`src/rtl/phy_seq_pkg.sv`:
```
package phy_seq_pkg;
  typedef enum logic [1:0] {ST_IDLE, ST_BUS, ST_DONE} seq_state_e;
  typedef enum logic [1:0] {STEP_CTRL, STEP_ACC, STEP_DATA} seq_step_e;
endpackage

```
`src/rtl/phy_acc_encode.sv`:
```
module phy_acc_encode #(
  parameter int PHY_W      = 5,
  parameter int PAGE_W     = 4,
  parameter int REG_W      = 6,
  parameter int AW         = 16,
  parameter int PHY_MAX    = 4,
  parameter int PAGE_MAX   = 7,
  parameter int REG_MAX    = 31,
  parameter int PHY_SHIFT  = 9,
  parameter int PAGE_SHIFT = 5,
  parameter int PAGE_FW    = 3,
  parameter int REG_FW     = 5,
  parameter logic [AW-1:0] ACC_BASE = 16'h8000
) (
  input  logic [PHY_W-1:0]  phy_i,
  input  logic [PAGE_W-1:0] page_i,
  input  logic [REG_W-1:0]  reg_i,
  input  logic              page_zero_i,
  output logic              ok_o,
  output logic [AW-1:0]     addr_o
);
  localparam int NPHY = PHY_MAX + 1;

  logic [NPHY-1:0]   phy_sel;
  logic [PAGE_W-1:0] page_eff;

  for (genvar i = 0; i < NPHY; i++) begin : g_sel
    assign phy_sel[i] = (phy_i == PHY_W'(i));
  end

  assign page_eff = page_zero_i ? '0 : page_i;

  assign ok_o = (phy_i <= PHY_W'(PHY_MAX)) &&
                (page_zero_i || (page_i <= PAGE_W'(PAGE_MAX))) &&
                (reg_i <= REG_W'(REG_MAX));

  assign addr_o = ACC_BASE
                | (AW'(phy_sel) << PHY_SHIFT)
                | (AW'(page_eff[PAGE_FW-1:0]) << PAGE_SHIFT)
                | AW'(reg_i[REG_FW-1:0]);
endmodule

```
`src/rtl/phy_seq_ctrl.sv`:
```
module phy_seq_ctrl
  import phy_seq_pkg::*;
(
  input  logic      clk_i,
  input  logic      rst_ni,
  input  logic      start_i,
  input  logic      bad_i,
  input  logic      write_i,    // direction of the accepted request
  input  logic      write_q_i,  // latched direction
  input  logic      flush_en_i, // latched mdio mode
  input  logic      bus_done_i,
  input  logic      bus_err_i,
  output seq_state_e state_o,
  output seq_step_e  step_o,
  output logic      pass_rd_o,
  output logic      err_o,
  output logic      cap_o
);
  seq_state_e state_q;
  seq_step_e  step_q;
  logic       pass_rd_q, flush_q, err_q;

  assign state_o   = state_q;
  assign step_o    = step_q;
  assign pass_rd_o = pass_rd_q;
  assign err_o     = err_q;
  assign cap_o     = (state_q == ST_BUS) && bus_done_i && !bus_err_i &&
                     (step_q == STEP_DATA) && !flush_q;

  always_ff @(posedge clk_i or negedge rst_ni) begin
    if (!rst_ni) begin
      state_q   <= ST_IDLE;
      step_q    <= STEP_CTRL;
      pass_rd_q <= 1'b0;
      flush_q   <= 1'b0;
      err_q     <= 1'b0;
    end else begin
      unique case (state_q)
        ST_IDLE: if (start_i) begin
          flush_q   <= 1'b0;
          step_q    <= STEP_CTRL;
          pass_rd_q <= !write_i;
          if (bad_i) begin
            err_q   <= 1'b1;
            state_q <= ST_DONE;
          end else begin
            err_q   <= 1'b0;
            state_q <= ST_BUS;
          end
        end
        ST_BUS: if (bus_done_i) begin
          if (bus_err_i) begin
            if (flush_q) state_q <= ST_DONE;
            else begin
              err_q <= 1'b1;
              if (write_q_i && flush_en_i) begin
                flush_q   <= 1'b1;
                pass_rd_q <= 1'b1;
                step_q    <= STEP_CTRL;
              end else state_q <= ST_DONE;
            end
          end else begin
            unique case (step_q)
              STEP_CTRL: step_q <= STEP_ACC;
              STEP_ACC: begin
                if (pass_rd_q) step_q <= STEP_DATA;
                else if (flush_en_i) begin
                  flush_q   <= 1'b1;
                  pass_rd_q <= 1'b1;
                  step_q    <= STEP_CTRL;
                end else state_q <= ST_DONE;
              end
              default: state_q <= ST_DONE;
            endcase
          end
        end
        default: state_q <= ST_IDLE;
      endcase
    end
  end

  // a sequence never re-enters the bus state straight from done
  assert_done_to_idle_R10: assert property (@(posedge clk_i) disable iff (!rst_ni)
    state_q == ST_DONE |=> state_q == ST_IDLE);
endmodule

```
`src/rtl/phy_bus_mux.sv`:
```
module phy_bus_mux
  import phy_seq_pkg::*;
#(
  parameter int AW = 16,
  parameter int DW = 16,
  parameter logic [AW-1:0] CTRL_ADDR = 16'h8028,
  parameter logic [AW-1:0] DATA_ADDR = 16'h8029
) (
  input  seq_step_e       step_i,
  input  logic            pass_rd_i,
  input  logic [AW-1:0]   acc_addr_i,
  input  logic [DW-1:0]   wdata_i,
  output logic [AW-1:0]   addr_o,
  output logic            write_o,
  output logic [DW-1:0]   wdata_o
);
  always_comb begin
    unique case (step_i)
      STEP_CTRL: begin
        addr_o  = CTRL_ADDR;
        write_o = 1'b1;
        wdata_o = DW'(pass_rd_i);
      end
      STEP_ACC: begin
        addr_o  = acc_addr_i;
        write_o = 1'b1;
        wdata_o = pass_rd_i ? '0 : wdata_i;
      end
      default: begin
        addr_o  = DATA_ADDR;
        write_o = 1'b0;
        wdata_o = '0;
      end
    endcase
  end
endmodule

```
`src/rtl/phy_indirect_seq.sv`:
```
module phy_indirect_seq
  import phy_seq_pkg::*;
#(
  parameter int PHY_W      = 5,
  parameter int PAGE_W     = 4,
  parameter int REG_W      = 6,
  parameter int AW         = 16,
  parameter int DW         = 16,
  parameter int PHY_MAX    = 4,
  parameter int PAGE_MAX   = 7,
  parameter int REG_MAX    = 31,
  parameter int PHY_SHIFT  = 9,
  parameter int PAGE_SHIFT = 5,
  parameter logic [AW-1:0] ACC_BASE  = 16'h8000,
  parameter logic [AW-1:0] CTRL_ADDR = 16'h8028,
  parameter logic [AW-1:0] DATA_ADDR = 16'h8029
) (
  input  logic              clk_i,
  input  logic              rst_ni,
  input  logic              req_valid_i,
  output logic              req_ready_o,
  input  logic              req_write_i,
  input  logic              req_mdio_i,
  input  logic [PHY_W-1:0]  req_phy_i,
  input  logic [PAGE_W-1:0] req_page_i,
  input  logic [REG_W-1:0]  req_reg_i,
  input  logic [DW-1:0]     req_wdata_i,
  output logic              done_o,
  output logic              err_o,
  output logic [DW-1:0]     rdata_o,
  output logic              bus_valid_o,
  output logic              bus_write_o,
  output logic [AW-1:0]     bus_addr_o,
  output logic [DW-1:0]     bus_wdata_o,
  input  logic              bus_done_i,
  input  logic              bus_err_i,
  input  logic [DW-1:0]     bus_rdata_i
);
  localparam int NPHY    = PHY_MAX + 1;
  localparam int PAGE_FW = $clog2(PAGE_MAX + 1);
  localparam int REG_FW  = $clog2(REG_MAX + 1);

  seq_state_e state;
  seq_step_e  step;
  logic       pass_rd, seq_err, cap, accept, enc_ok;
  logic [AW-1:0] enc_addr, acc_addr_q;
  logic [DW-1:0] wdata_q, rdata_q;
  logic          write_q, mdio_q;

  assign accept = req_valid_i && req_ready_o;

  phy_acc_encode #(
    .PHY_W(PHY_W), .PAGE_W(PAGE_W), .REG_W(REG_W), .AW(AW),
    .PHY_MAX(PHY_MAX), .PAGE_MAX(PAGE_MAX), .REG_MAX(REG_MAX),
    .PHY_SHIFT(PHY_SHIFT), .PAGE_SHIFT(PAGE_SHIFT),
    .PAGE_FW(PAGE_FW), .REG_FW(REG_FW), .ACC_BASE(ACC_BASE)
  ) u_enc (
    .phy_i(req_phy_i), .page_i(req_page_i), .reg_i(req_reg_i),
    .page_zero_i(req_mdio_i), .ok_o(enc_ok), .addr_o(enc_addr)
  );

  phy_seq_ctrl u_ctrl (
    .clk_i(clk_i), .rst_ni(rst_ni),
    .start_i(accept), .bad_i(!enc_ok), .write_i(req_write_i),
    .write_q_i(write_q), .flush_en_i(mdio_q),
    .bus_done_i(bus_done_i), .bus_err_i(bus_err_i),
    .state_o(state), .step_o(step), .pass_rd_o(pass_rd),
    .err_o(seq_err), .cap_o(cap)
  );

  phy_bus_mux #(
    .AW(AW), .DW(DW), .CTRL_ADDR(CTRL_ADDR), .DATA_ADDR(DATA_ADDR)
  ) u_mux (
    .step_i(step), .pass_rd_i(pass_rd), .acc_addr_i(acc_addr_q),
    .wdata_i(wdata_q), .addr_o(bus_addr_o), .write_o(bus_write_o),
    .wdata_o(bus_wdata_o)
  );

  always_ff @(posedge clk_i or negedge rst_ni) begin
    if (!rst_ni) begin
      acc_addr_q <= '0;
      wdata_q    <= '0;
      rdata_q    <= '0;
      write_q    <= 1'b0;
      mdio_q     <= 1'b0;
    end else if (accept) begin
      acc_addr_q <= enc_addr;
      wdata_q    <= req_wdata_i;
      rdata_q    <= '0;
      write_q    <= req_write_i;
      mdio_q     <= req_mdio_i;
    end else if (cap) begin
      rdata_q <= bus_rdata_i;
    end
  end

  assign req_ready_o = (state == ST_IDLE);
  assign bus_valid_o = (state == ST_BUS);
  assign done_o      = (state == ST_DONE);
  assign err_o       = seq_err;
  assign rdata_o     = (seq_err && mdio_q && !write_q) ? '1 : rdata_q;

  assert_range_reject_R1: assert property (@(posedge clk_i) disable iff (!rst_ni)
    accept && !enc_ok |=> done_o && err_o && !bus_valid_o);

  assert_ctrl_first_R2: assert property (@(posedge clk_i) disable iff (!rst_ni)
    $rose(bus_valid_o) |-> bus_addr_o == CTRL_ADDR && bus_write_o &&
                           bus_wdata_o[DW-1:1] == '0);

  assert_acc_onehot_R3: assert property (@(posedge clk_i) disable iff (!rst_ni)
    bus_valid_o && step == STEP_ACC |->
      bus_addr_o[AW-1] && $onehot(bus_addr_o[PHY_SHIFT +: NPHY]));

  assert_abort_R6: assert property (@(posedge clk_i) disable iff (!rst_ni)
    bus_valid_o && bus_done_i && bus_err_i && !(mdio_q && write_q) |=> !bus_valid_o);

  assert_mdio_page0_R8: assert property (@(posedge clk_i) disable iff (!rst_ni)
    bus_valid_o && step == STEP_ACC && mdio_q |->
      bus_addr_o[PAGE_SHIFT +: PAGE_FW] == '0);

  assert_bus_hold_R10: assert property (@(posedge clk_i) disable iff (!rst_ni)
    bus_valid_o && !bus_done_i |=> bus_valid_o && $stable(bus_addr_o) &&
                                   $stable(bus_write_o) && $stable(bus_wdata_o));

  assert_done_pulse_R10: assert property (@(posedge clk_i) disable iff (!rst_ni)
    done_o |=> !done_o && $stable(rdata_o) && $stable(err_o));
endmodule

```
`config.mk`:
```
export PLATFORM = sky130hd
export DESIGN_NAME = phy_indirect_seq
export DESIGN_NICKNAME = d
export VERILOG_FILES = /design/src/rtl/phy_seq_pkg.sv /design/src/rtl/phy_acc_encode.sv /design/src/rtl/phy_seq_ctrl.sv /design/src/rtl/phy_bus_mux.sv /design/src/rtl/phy_indirect_seq.sv
export SDC_FILE = /design/constraint.sdc
export NUM_CORES = 1
export LEC_CHECK = 0
export BUFFER_PORTS_ARGS = -buffer_cell sky130_fd_sc_hd__clkbuf_2
export CAP_MARGIN = 15
export CORE_MARGIN = 10
export CORE_UTILIZATION = 50
export CTS_CLUSTER_SIZE = 10
export DETAILED_ROUTE_END_ITERATION = 10
export PLACE_DENSITY_LB_ADDON = 0.08
export SLEW_MARGIN = 30
export SYNTH_ARGS = -nofsm -noshare
export SYNTH_HDL_FRONTEND = slang
export SYNTH_HIERARCHICAL = 1
export SYNTH_SLANG_ARGS = --single-unit
```
`constraint.sdc`:
```
create_clock -name clk_i -period 4.4 [get_ports clk_i]
set_clock_uncertainty 0.1 [all_clocks]
set_input_delay 0.44 -clock clk_i [delete_from_list [all_inputs] [get_ports clk_i]]
set_output_delay 0.44 -clock clk_i [all_outputs]
set_load 0.05 [all_outputs]
```
; ---- Word-level counts from Yosys, hierarchy flattened
; Cells that the tools add are included.
[totals]
register_bits = 57
inputBits = 54
[op_classes]
order_cmp = 3
n_eq_ne = 23
mux = 51
n_bitwise = 2
n_reduce_logical = 26
[op_table]
columns = operator, count
row1 = $mux W16, 4
row2 = $pmux W16 S2, 2
row3 = $mux W2, 15
row4 = $mux W1, 22
row5 = $reduce_and A6 Y1, 3
row6 = $or A16 B5 Y16, 1
row7 = $or A16 B8 Y16, 1
row8 = $pmux W2 S2, 4
row9 = $eq A5 B2 Y1 const B, 2
row10 = $logic_and A1 B1 Y1, 10
row11 = $ne A3 B3 Y1 const B, 3
row12 = $ne A4 B4 Y1 const B, 2
row13 = $reduce_and A7 Y1, 1
row14 = $le A6 B5 Y1 const B, 1
row15 = $ne A2 B1 Y1 const B, 3
row16 = $ne A3 B1 Y1 const B, 2
row17 = $pmux W1 S2, 3
row18 = $eq A5 B1 Y1 const B, 1
row19 = $eq A5 B3 Y1 const B, 1
row20 = $le A5 B3 Y1 const B, 1
row21 = $logic_not A5 Y1, 1
row22 = $ne A5 B4 Y1 const B, 1
row23 = $reduce_and A5 Y1, 1
row24 = $eq A2 B1 Y1 const B, 2
row25 = other kinds (12), 18

; ---- Logic depth before layout (Yosys ltp)
; Gate-level depths: netlist of run 1.
[logic_depth]
ltp_word = 7
mapped_depth = 8
ltp_nobuf = 5

; ---- Cells and area by module
; The synthesis of run 1 kept the hierarchy.
[by_module_without_submodules]
columns = module, instances, cells_each, area_each_um2
row1 = phy_indirect_seq, 1, 146, 2069.5
row2 = phy_seq_ctrl, 1, 47, 480.5
row3 = phy_bus_mux, 1, 40, 280.3
row4 = phy_acc_encode, 1, 25, 175.2

; ---- Worst setup path after synthesis of run 1
; Ideal clock, no wire load.
[synth_timing]
path_type = register to output
startpoint = register u_ctrl.err_q (netlist: u_ctrl/err_o)
endpoint = output port rdata_o[10]
arrival_ns = 1.536
t_required_ns = 3.860
path_slack_ns = 2.324
stages_incl_launch_ff = 4
cell_sequence = dfrtp_1 -> nand3b_1 -> clkbuf_1 -> nand2b_1
[synth_via]
elab_chain_len = 3
[synth_lines]
columns = item, line
row1 = start: declaration, phy_seq_ctrl.sv:21  ; logic pass_rd_q, flush_q, err_q;
row2 = start signal: assignment, phy_seq_ctrl.sv:36  ; err_q <= 1'b0;
row3 = start signal: assignment, phy_seq_ctrl.sv:44  ; err_q <= 1'b1;
row4 = start signal: assignment, phy_seq_ctrl.sv:47  ; err_q <= 1'b0;
row5 = $logic_and A1 B1 Y1 (2 in a row), phy_indirect_seq.sv:101  ; assign rdata_o = (seq_err && mdio_q && !write_q) ? '1 : rdata_q;
row6 = $mux W16, phy_indirect_seq.sv:101
row7 = end: declaration, phy_indirect_seq.sv:30  ; output logic [DW-1:0] rdata_o,
; No other way between the ends.

; ---- Worst setup path in the final report of run 1
[layout_timing]
startpoint = register u_ctrl.step_q[1] (netlist: u_ctrl/step_o[1])
endpoint = output port bus_wdata_o[6]
[layout_via]
elab_chain_len = 2
word_cells_on_any_way = 3
[layout_lines]
columns = item, line
row1 = start: declaration, phy_seq_ctrl.sv:20  ; seq_step_e step_q;
row2 = start signal: assignment, phy_seq_ctrl.sv:33  ; step_q <= STEP_CTRL;
row3 = start signal: assignment, phy_seq_ctrl.sv:41  ; step_q <= STEP_CTRL;
row4 = start signal: assignment, phy_seq_ctrl.sv:59  ; step_q <= STEP_CTRL;
row5 = $eq A2 B1 Y1 / $logic_not A2 Y1 (equally long branches), phy_bus_mux.sv:18  ; unique case (step_i)
row6 = $pmux W16 S2 *, phy_bus_mux.sv:18
row7 = end: declaration, phy_indirect_seq.sv:34  ; output logic [DW-1:0] bus_wdata_o,
; Mark *: on every way between the ends. The rest lies on a longest branch, timed or not.

==> flow_metrics.env, run 1 <==
export IMPL_status="completed"
export IMPL_finalSetupViolations=0
export IMPL_synth_fa_ha_area_frac=0
export IMPL_fmax_ghz=0.406
export IMPL_cts_setup_buffers=0
export IMPL_final_hold_violation_count=0
export IMPL_htree_levels=3
export IMPL_grtUsageMet1=0.150
export IMPL_ir_worst_vdd_v=0.000454
export IMPL_synth_xor_area_share=0
export IMPL_synth_compound_area_share=0.0470
export IMPL_cts_tree="built"
export IMPL_place_gp_congestion=0.835
export IMPL_antenna_found_initial=0
export IMPL_dr_pass1_iters=4
export IMPL_grtUsageMet3=0.0654
export IMPL_vias_per_cell=5.12
export IMPL_max_slew_margin=0.521
export IMPL_grt_pass1_wl_um=11200
export IMPL_grt_overflow=0
export IMPL_path_max_fanout=15
export IMPL_ys_seq_elements=57
export IMPL_critPathLaunchType="flop"
export IMPL_finalCriticalPeriod_ns=2.46
export IMPL_r2r_end="rdata_q[4]$_DFFE_PN0P_"
export IMPL_dp_hpwl_um=5060
export IMPL_post_route_period_util=0.560
export IMPL_holdWs_ns=0.152
export IMPL_diodes=0
export IMPL_ff2ff_path_depth=5
export IMPL_endpoint_kind="output port"
export IMPL_worstPathArrival_ns=1.92
export IMPL_power_density_mw_per_mm2=619
export IMPL_cts_buffers_inserted=9
export IMPL_synth_mux_area_frac=0.189
export IMPL_tightest_slew_ns=0.718
export IMPL_tns_ns=0
export IMPL_holdBufCountCts=0
export IMPL_synth_ff_type="dfrtp_1"
export IMPL_grt_max_degree=58
export IMPL_drive_gt1_frac=0.494
export IMPL_synth_top_family_by_area="simple AND/OR/NAND/NOR gates"
export IMPL_synth_area_sq_mm=0.00301
export IMPL_critPathRequiredTime_ns=3.86
export IMPL_yosysMostFrequentCell="dfrtp_1"
export IMPL_ys_types=43
export IMPL_vias=2237
export IMPL_rrSetupSlack_ns=2.16
export IMPL_core_sq_mm=0.00589
export IMPL_boundaryPins=107
export IMPL_wl_per_cell_um=15.8
export IMPL_grt_pass1_vias=2308
export IMPL_busiest_layer="met2"
export IMPL_crit_type="flop to output port"
export IMPL_slew_viol_final=0
export IMPL_start_util=0.511
export IMPL_cts_resized=0
export IMPL_max_cap_violations=0
export IMPL_multi_input_area_sq_mm=0.00141
export IMPL_rsz0062_at_grt="no"
export IMPL_yosysSeqAreaShare=0.475
export IMPL_portBuffers=106
export IMPL_route_antenna_remaining_nets=0
export IMPL_p_leak_nw=1.81
export IMPL_die_x_um=97.5
export IMPL_synth_area_leaders="dfrtp_1 47%, mux2_2 12%, mux2i_1 5.7%"
export IMPL_synth_commonest_cells="57 x dfrtp_1, 32 x mux2_2, 22 x nand2b_1, 19 x nor2_1, 17 x mux2i_1"
export IMPL_row_count=28
export IMPL_nets=411
export IMPL_r2r_start="u_ctrl/state_o[0]$_DFFE_PN0P_"
export IMPL_synth_simple_gate_area_share=0.227
export IMPL_drtIter0Drc=65
export IMPL_yosys_area_top_type="dfrtp_1"
export IMPL_syn_inst=258
export IMPL_async_flop_share=1.00
export IMPL_cts_clk_slew_worst_paths_ns=0.07
export IMPL_drc=0
export IMPL_die_h_um=97.5
export IMPL_clock_path_buffers=2
export IMPL_hold_path_class="primary input to async pin"
export IMPL_synth_avg_cell_area_sq_um=11.6
export IMPL_synth_top_area_share=0.475
export IMPL_die_area_sq_mm=0.00951
export IMPL_cts_root_buf="clkbuf_8"
export IMPL_seq_area_sq_mm=0.00143
export IMPL_use_met2=0.242
export IMPL_ys_warn_count=6
export IMPL_synth_enable_flop_cells=0
export IMPL_cts_sinks=57
export IMPL_drt_total_wl_um=6890
export IMPL_grt_usage=0.142
export IMPL_nFillCells=513
export IMPL_insertion_delay_ns=0.32
export IMPL_syn2layout_area_growth_pct=22.9
-- per-stage QoR --
stage          cell area, sq um  instances   util  setup WS (ns)  power [mW]
2_1_floorplan              3010        259      -           2.32        1.58
4_1_cts                    3690        437  0.627           1.85        2.32
3_3_place_gp               3480        421  0.592           1.96        1.81
3_5_place_dp               3480        421  0.592           1.86        1.82
5_1_grt                    3690        437  0.628           1.82        2.41
6_report                   3690        437  0.628           1.94        2.29
-- state kept, by name, indices dropped and copies added (netlist names) --
register and count:
acc_addr_q 16, rdata_q 16, wdata_q 16, u_ctrl/state_o 2, u_ctrl/step_o 2, mdio_q 1, u_ctrl/err_o 1, u_ctrl/flush_q 1
u_ctrl/pass_rd_o 1, write_q 1
-- cells in the final DEF, fill, tap and decap left out, drive strengths merged, types with 3 or more instances in the layout --
cell	synthesis	final
clkbuf	2	116
dfrtp	57	57
mux2	34	34
and2	28	28
nand2b	22	22
nor2	19	19
mux2i	18	18
nor2b	7	7
nor3b	6	6
nor3	5	5
inv	4	5
nand3b	4	4
a311oi	4	4
clkinvlp	0	3
nand2	3	3
a2bb2oi	3	3
conb	2	3
-- area by class of cell --
class                      instances  share of cell area
sequential                        57               0.386
multi-input combinational        177               0.381
timing repair buffer             108               0.148
clock buffer                      10              0.0373
tap                               75              0.0254
clock inverter                     6              0.0180
inverter                           4             0.00407
-- logic make-up (layout without fill, tap and decap cells) --
group           Yosys count  count (layout)
mux                      52              52
simple gates            105             105
compound gates           17              17
buf+inv                  25             128
flops                    57              57
other cells               2               3
-- worst max-delay path by stage --
stage	from	to	slack, ns	cells after the start
2_1_floorplan	u_ctrl/err_o$_DFFE_PN0P_	rdata_o[10]	2.32	3
3_3_place_gp	u_ctrl/state_o[0]$_DFFE_PN0P_	rdata_q[11]$_DFFE_PN0P_	1.96	5
3_5_place_dp	u_ctrl/state_o[0]$_DFFE_PN0P_	rdata_q[4]$_DFFE_PN0P_	1.86	5
4_1_cts	u_ctrl/state_o[0]$_DFFE_PN0P_	rdata_q[4]$_DFFE_PN0P_	1.85	5
5_1_grt	u_ctrl/step_o[1]$_DFFE_PN0P_	bus_wdata_o[2]	1.82	3
6_report	u_ctrl/step_o[1]$_DFFE_PN0P_	bus_wdata_o[6]	1.94	3
-- where the power goes --
group	internal (mW)	switching (mW)	total, mW
logic	0.313	0.756	1.07
clock network	0.278	0.216	0.493
registers	0.629	0.0948	0.724
-- critical path: stages (launching register included) --
cell	delay (ns)
dfrtp_1	0.56
nor3b_4	0.54
and2_2	0.23
clkbuf_2	0.28
-- layer usage --
layer / wire, um / part of all wire / vias up
li1: - / - / 1079
met1: 2720 / 0.40 / 1089
met2: 3490 / 0.51 / 65
met3: 631 / 0.092 / 4
met4: 48 / 0.0070 / 0
met5: 0 / 0 / -
Power figures use the tool's default switching activity.
==> inputs of run 2 (changes only) <==
Clock period 4.4 ns to 2.56 ns, I/O delays scaled along.
==> flow_metrics.env, run 2 (synthesized netlist as in run 1, its figures left out) <==
export IMPL_grt_pass1_vias=2390
export IMPL_dr_pass1_iters=4
export IMPL_post_dp_cell_area_sq_mm=0.00351
export IMPL_hold_path_class="primary input to flop"
export IMPL_grt_pass1_wl_um=11700
export IMPL_cp_top_family="simple AND/OR/NAND/NOR gates"
export IMPL_nFillCells=521
export IMPL_power_density_mw_per_mm2=1060
export IMPL_cts_clk_slew_worst_paths_ns=0.06
export IMPL_cts_setup_buffers=0
export IMPL_portBuffers=106
export IMPL_row_count=28
export IMPL_worstPathCellList="nor3b_4 -> and2_2 -> clkbuf_2"
export IMPL_antenna_found_initial=0
export IMPL_cts_root_buf="clkbuf_8"
export IMPL_wl_per_cell_um=16.2
export IMPL_critPathRequiredTime_ns=2.20
export IMPL_final_cell_mix="106 x clkbuf_2, 57 x dfrtp_1, 32 x mux2_2"
export IMPL_vias_per_cell=5.06
export IMPL_drc=0
export IMPL_vias=2225
export IMPL_slowest_stage="dfrtp_1"
export IMPL_final_hold_violation_count=0
export IMPL_htree_levels=3
export IMPL_endpoint_kind="output port"
export IMPL_dp_hpwl_um=5270
export IMPL_worstPathArrival_ns=1.90
export IMPL_syn2layout_area_growth_pct=23.9
export IMPL_fmax_ghz=0.444
export IMPL_core_sq_mm=0.00589
export IMPL_max_slew_margin=0.581
export IMPL_mostFrequentLayoutCell="clkbuf_2"
export IMPL_start_util=0.511
export IMPL_tightest_slew_ns=0.627
export IMPL_cts_sinks=57
export IMPL_insertion_delay_ns=0.32
export IMPL_drt_total_wl_um=7110
export IMPL_rsz0062_at_grt="no"
export IMPL_max_cap_violations=0
export IMPL_post_route_period_util=0.879
export IMPL_nets=416
export IMPL_status="completed"
export IMPL_cts_tree="built"
export IMPL_grt_overflow=0
export IMPL_crit_type="flop to output port"
export IMPL_drtIter0Drc=63
export IMPL_grt_usage=0.147
export IMPL_diodes=0
export IMPL_finalCriticalPeriod_ns=2.25
export IMPL_ir_worst_vdd_v=0.000589
export IMPL_tns_ns=0
export IMPL_critPathLaunchType="flop"
export IMPL_die_x_um=97.5
export IMPL_slew_viol_final=0
export IMPL_place_gp_congestion=0.894
export IMPL_clock_path_buffers=2
export IMPL_grt_max_degree=29
export IMPL_die_area_sq_mm=0.00951
export IMPL_max_stage_delay_ns=0.54
export IMPL_cts_buffers_inserted=9
export IMPL_design_area_sq_mm=0.00372
export IMPL_finalSetupViolations=0
export IMPL_critPathBufInv=1
export IMPL_p_leak_nw=1.85
export IMPL_reg_top3="acc_addr_q: 16 flops, rdata_q: 16 flops, wdata_q: 16 flops"
export IMPL_route_antenna_remaining_nets=0
export IMPL_die_h_um=97.5
export IMPL_boundaryPins=107
export IMPL_path_max_fanout=15
export IMPL_drive_gt1_frac=0.493
## run 2: worst paths after layout
path	from	endpoint	slack, ns	depth (start not counted)
worst max register to register	u_ctrl/state_o[1]$_DFFE_PN0P_	rdata_q[13]$_DFFE_PN0P_	0.57	6
worst min register to register	acc_addr_q[9]$_DFFE_PN0P_	acc_addr_q[9]$_DFFE_PN0P_	0.40	1
min in group asynchronous	rst_ni	u_ctrl/err_o$_DFFE_PN0P_	0.24	2
max in group asynchronous	rst_ni	wdata_q[0]$_DFFE_PN0P_	1.48	3
worst max-delay path	u_ctrl/step_o[1]$_DFFE_PN0P_	bus_wdata_o[5]	0.31	3
worst min-delay path	req_write_i	u_ctrl/pass_rd_o$_DFFE_PN0P_	0.03	2
## run 2: cell type report
class,instances,area (sq um),share of cell area
Sequential cell,57,1430,0.383
Multi-Input combinational cell,177,1400,0.377
Timing Repair Buffer,113,586,0.157
Clock buffer,10,128,0.0343
Tap cell,75,93.8,0.0252
Clock inverter,4,70.1,0.0188
Inverter,4,15.0,0.00403
## run 2: timing repair
item / CTS / global route
resized for setup: 0 / 0
hold buffers: 1 / 0
endpoints found under the hold margin: 9 / 0
## run 2: where the power goes
part / leakage (nW) / internal, mW / switching [mW]
logic: 1.02 / 0.545 / 1.30
clock network: 0.102 / 0.534 / 0.330
registers: 0.721 / 1.08 / 0.169
total: 1.85 / 2.16 / 1.80
## run 2: per-layer routing
layer,up-vias,part of all wire,global-route usage
met1,1067,0.41,0.163
li1,1081,-,-
met4,0,0.0097,0.0347
met5,-,0,0
met2,69,0.49,0.244
met3,8,0.087,0.0740
## run 2: stage by stage
step / cells / worst slack, ns / total power [mW] / hold WS (ns) / utilization
floorplan: 259 / 0.603 / 2.71 / -0.140 / -
global placement: 425 / 0.613 / 3.11 / 0.0464 / 0.597
detailed placement: 425 / 0.595 / 3.13 / 0.0487 / 0.597
CTS: 440 / 0.282 / 4.01 / 0.0149 / 0.632
global route: 440 / 0.162 / 4.17 / 0.0274 / 0.632
finish: 440 / 0.309 / 3.96 / 0.0256 / 0.632
## run 2: worst register-to-register path: cells and delay by family, from the launching register on
| kind | cells | cell delay, ns |
|---|---|---|
| flip-flops | 1 | 0.54 |
| AND/OR/NAND/NOR | 4 | 0.69 |
| buffers and inverters | 1 | 0.29 |
| multiplexers | 1 | 0.25 |
==> inputs of run 3 (changes only) <==
Settings changed: CORE_UTILIZATION 50 to 49, SYNTH_HIERARCHICAL 1 to default.
==> flow_metrics.env, run 3 <==
export IMPL_status="completed"
export IMPL_fmax_ghz=0.441
export IMPL_place_gp_congestion=0.925
export IMPL_finalSetupViolations=0
export IMPL_slew_viol_final=0
export IMPL_ys_warn_count=0
export IMPL_p_leak_nw=2.07
export IMPL_worstPathArrival_ns=1.91
export IMPL_synth_avg_cell_area_sq_um=9.00
export IMPL_dp_hpwl_um=5330
export IMPL_yosysMostFrequentCell="nand2_1"
export IMPL_crit_type="flop to output port"
export IMPL_slowest_stage="dfrtp_1"
export IMPL_cts_sinks=55
export IMPL_post_route_period_util=0.885
export IMPL_synth_top_area_share=0.493
export IMPL_ys_seq_elements=55
export IMPL_drive_gt1_frac=0.303
export IMPL_diodes=0
export IMPL_grt_usage=0.160
export IMPL_dr_pass1_iters=4
export IMPL_vias=2336
export IMPL_htree_levels=2
export IMPL_cts_resized=0
export IMPL_die_area_sq_mm=0.00912
export IMPL_cts_root_buf="clkbuf_8"
export IMPL_portBuffers=104
export IMPL_insertion_delay_ns=0.30
export IMPL_nets=463
export IMPL_hold_path_class="primary input to flop"
export IMPL_seq_area_sq_mm=0.00138
export IMPL_async_flop_share=1.00
export IMPL_grt_pass1_vias=2368
export IMPL_path_max_fanout=9
export IMPL_finalCriticalPeriod_ns=2.27
export IMPL_antenna_found_initial=0
export IMPL_drtIter0Drc=169
export IMPL_mostFrequentLayoutCell="clkbuf_2"
export IMPL_synth_top_family_by_area="simple AND/OR/NAND/NOR gates"
export IMPL_fin_util=0.629
export IMPL_vias_per_cell=4.86
export IMPL_ir_worst_vdd_v=0.000434
export IMPL_cts_tree="built"
export IMPL_ys_types=41
export IMPL_synth_xor_area_share=0
export IMPL_cts_buffers_inserted=5
export IMPL_synth_ff_type="dfrtp_1"
export IMPL_start_util=0.507
export IMPL_dp_cells=473
export IMPL_die_x_um=95.5
export IMPL_clock_path_buffers=2
export IMPL_core_sq_mm=0.00551
export IMPL_critPathBufInv=2
export IMPL_synth_mux_area_frac=0.0690
export IMPL_reg_top3="rdata_q: 16 flops, wdata_q: 16 flops, acc_addr_q: 14 flops"
export IMPL_holdWs_ns=0.0315
export IMPL_synth_enable_flop_cells=0
export IMPL_synth_fa_ha_area_frac=0
export IMPL_tns_ns=0
export IMPL_cp_top_family="simple AND/OR/NAND/NOR gates"
export IMPL_synth_area_sq_mm=0.00279
export IMPL_grt_max_degree=50
export IMPL_syn2layout_area_growth_pct=24.1
export IMPL_tightest_slew_ns=0.722
export IMPL_cts_clk_slew_worst_paths_ns=0.09
export IMPL_row_count=27
export IMPL_stdcell_count=481
export IMPL_drc=0
export IMPL_route_antenna_remaining_nets=0
export IMPL_synth_commonest_cells="99 x nand2_1, 55 x dfrtp_1, 25 x and2_1, 22 x nand2b_1, 21 x inv_1"
export IMPL_yosys_area_top_type="dfrtp_1"
export IMPL_max_slew_margin=0.514
export IMPL_multi_input_area_sq_mm=0.00123
export IMPL_grt_pass1_wl_um=11700
export IMPL_max_stage_delay_ns=0.48
export IMPL_power_density_mw_per_mm2=860
export IMPL_nFillCells=511
export IMPL_synth_compound_area_share=0.0583
export IMPL_wl_per_cell_um=14.9
export IMPL_worstPathCellList="nor2b_1 -> buf_4 -> and2_1 -> clkbuf_2"
export IMPL_syn_inst=310
export IMPL_synth_area_leaders="dfrtp_1 49%, nand2_1 13%, mux2i_1 6.1%"
export IMPL_grt_overflow=0
export IMPL_synth_simple_gate_area_share=0.311
export IMPL_boundaryPins=107
export IMPL_yosysSeqAreaShare=0.493
export IMPL_final_hold_violation_count=0
export IMPL_rrSetupSlack_ns=0.51
export IMPL_critPathRequiredTime_ns=2.20
export IMPL_drt_total_wl_um=7150
export IMPL_critPathLaunchType="flop"
export IMPL_endpoint_kind="output port"
export IMPL_max_cap_violations=0
export IMPL_die_h_um=95.5
export IMPL_final_cell_mix="104 x clkbuf_2, 99 x nand2_1, 55 x dfrtp_1"
export IMPL_rsz0062_at_grt="no"
==> run 3: cell count changes in the layout (fill, tap and decap cells not counted), sizes merged, moves of 6 or more <==
cell	change
nor2b	-6
inv	+17
nand2	+96
nor2	-13
clkbuf	-6
mux2	-32
==> run 3: repair_timing <==
item | 4_1_cts | 5_1_grt
hold buffers | 1 | 0
hold endpoints to repair | 21 | 0
setup buffers | 0 | 0
==> run 3: layout make-up <==
cell class,count,share of cell area
inverters,21,0.0228
clock buffers,6,0.0210
multi-input cells,216,0.357
well taps,72,0.0260
flip-flops and latches,55,0.397
clock inverters,1,0.00867
repair buffers,110,0.168
==> run 3: cell families (layout without fill, tap and decap cells) <==
kind of cell / count (synthesis) / count (layout)
and+or+nand+nor: 175 / 175
other: 1 / 2
muxes: 19 / 19
buffers and inverters: 40 / 138
AOI/OAI and AO/OA: 20 / 20
DFF: 55 / 55
==> run 3: tightest hold or removal path, delay by kind of cell <==
family,cells,cell delay [ns]
buffers and inverters,1,0.07
and+or+nand+nor,2,0.08
==> run 3: power breakdown <==
part | internal, mW | total [mW] | switching (mW)
clock network | 0.287 | 0.554 | 0.266
logic | 0.333 | 1.31 | 0.975
registers | 1.00 | 1.12 | 0.114
==> run 3: through the flow <==
step                worst slack [ns]  total power, mW  area (sq um)
finish                         0.293             2.98          3460
global route                   0.133             3.17          3460
CTS                            0.261             3.01          3460
detailed placement             0.515             2.45          3350
global placement               0.562             2.44          3350
floorplan                      0.631             2.10          2800
==> run 3: layer usage <==
metal	part of all wire	wire, um	GRT usage	up-vias
met5	0	0	0	-
met4	0.0095	68	0.0405	0
met3	0.090	646	0.0566	5
met1	0.44	3130	0.207	1078
met2	0.46	3300	0.251	77
li1	-	-	-	1176
==> run 3: path summary, 6_finish.rpt <==
| check | cells after the start | start | end |
|---|---|---|---|
| max | 4 | u_ctrl.step_o[0]$_DFFE_PN0P_ | bus_addr_o[6] |
| min | 3 | req_wdata_i[0] | wdata_q[0]$_DFFE_PN0P_ |
| max reg2reg | 3 | u_ctrl.state_o[1]$_DFFE_PN0P_ | rdata_q[10]$_DFFE_PN0P_ |
| min reg2reg | 1 | acc_addr_q[15]$_DFFE_PN0P_ | acc_addr_q[15]$_DFFE_PN0P_ |
| max in group asynchronous | 3 | rst_ni | u_ctrl.step_o[1]$_DFFE_PN0P_ |
| min in group asynchronous | 2 | rst_ni | rdata_q[10]$_DFFE_PN0P_ |
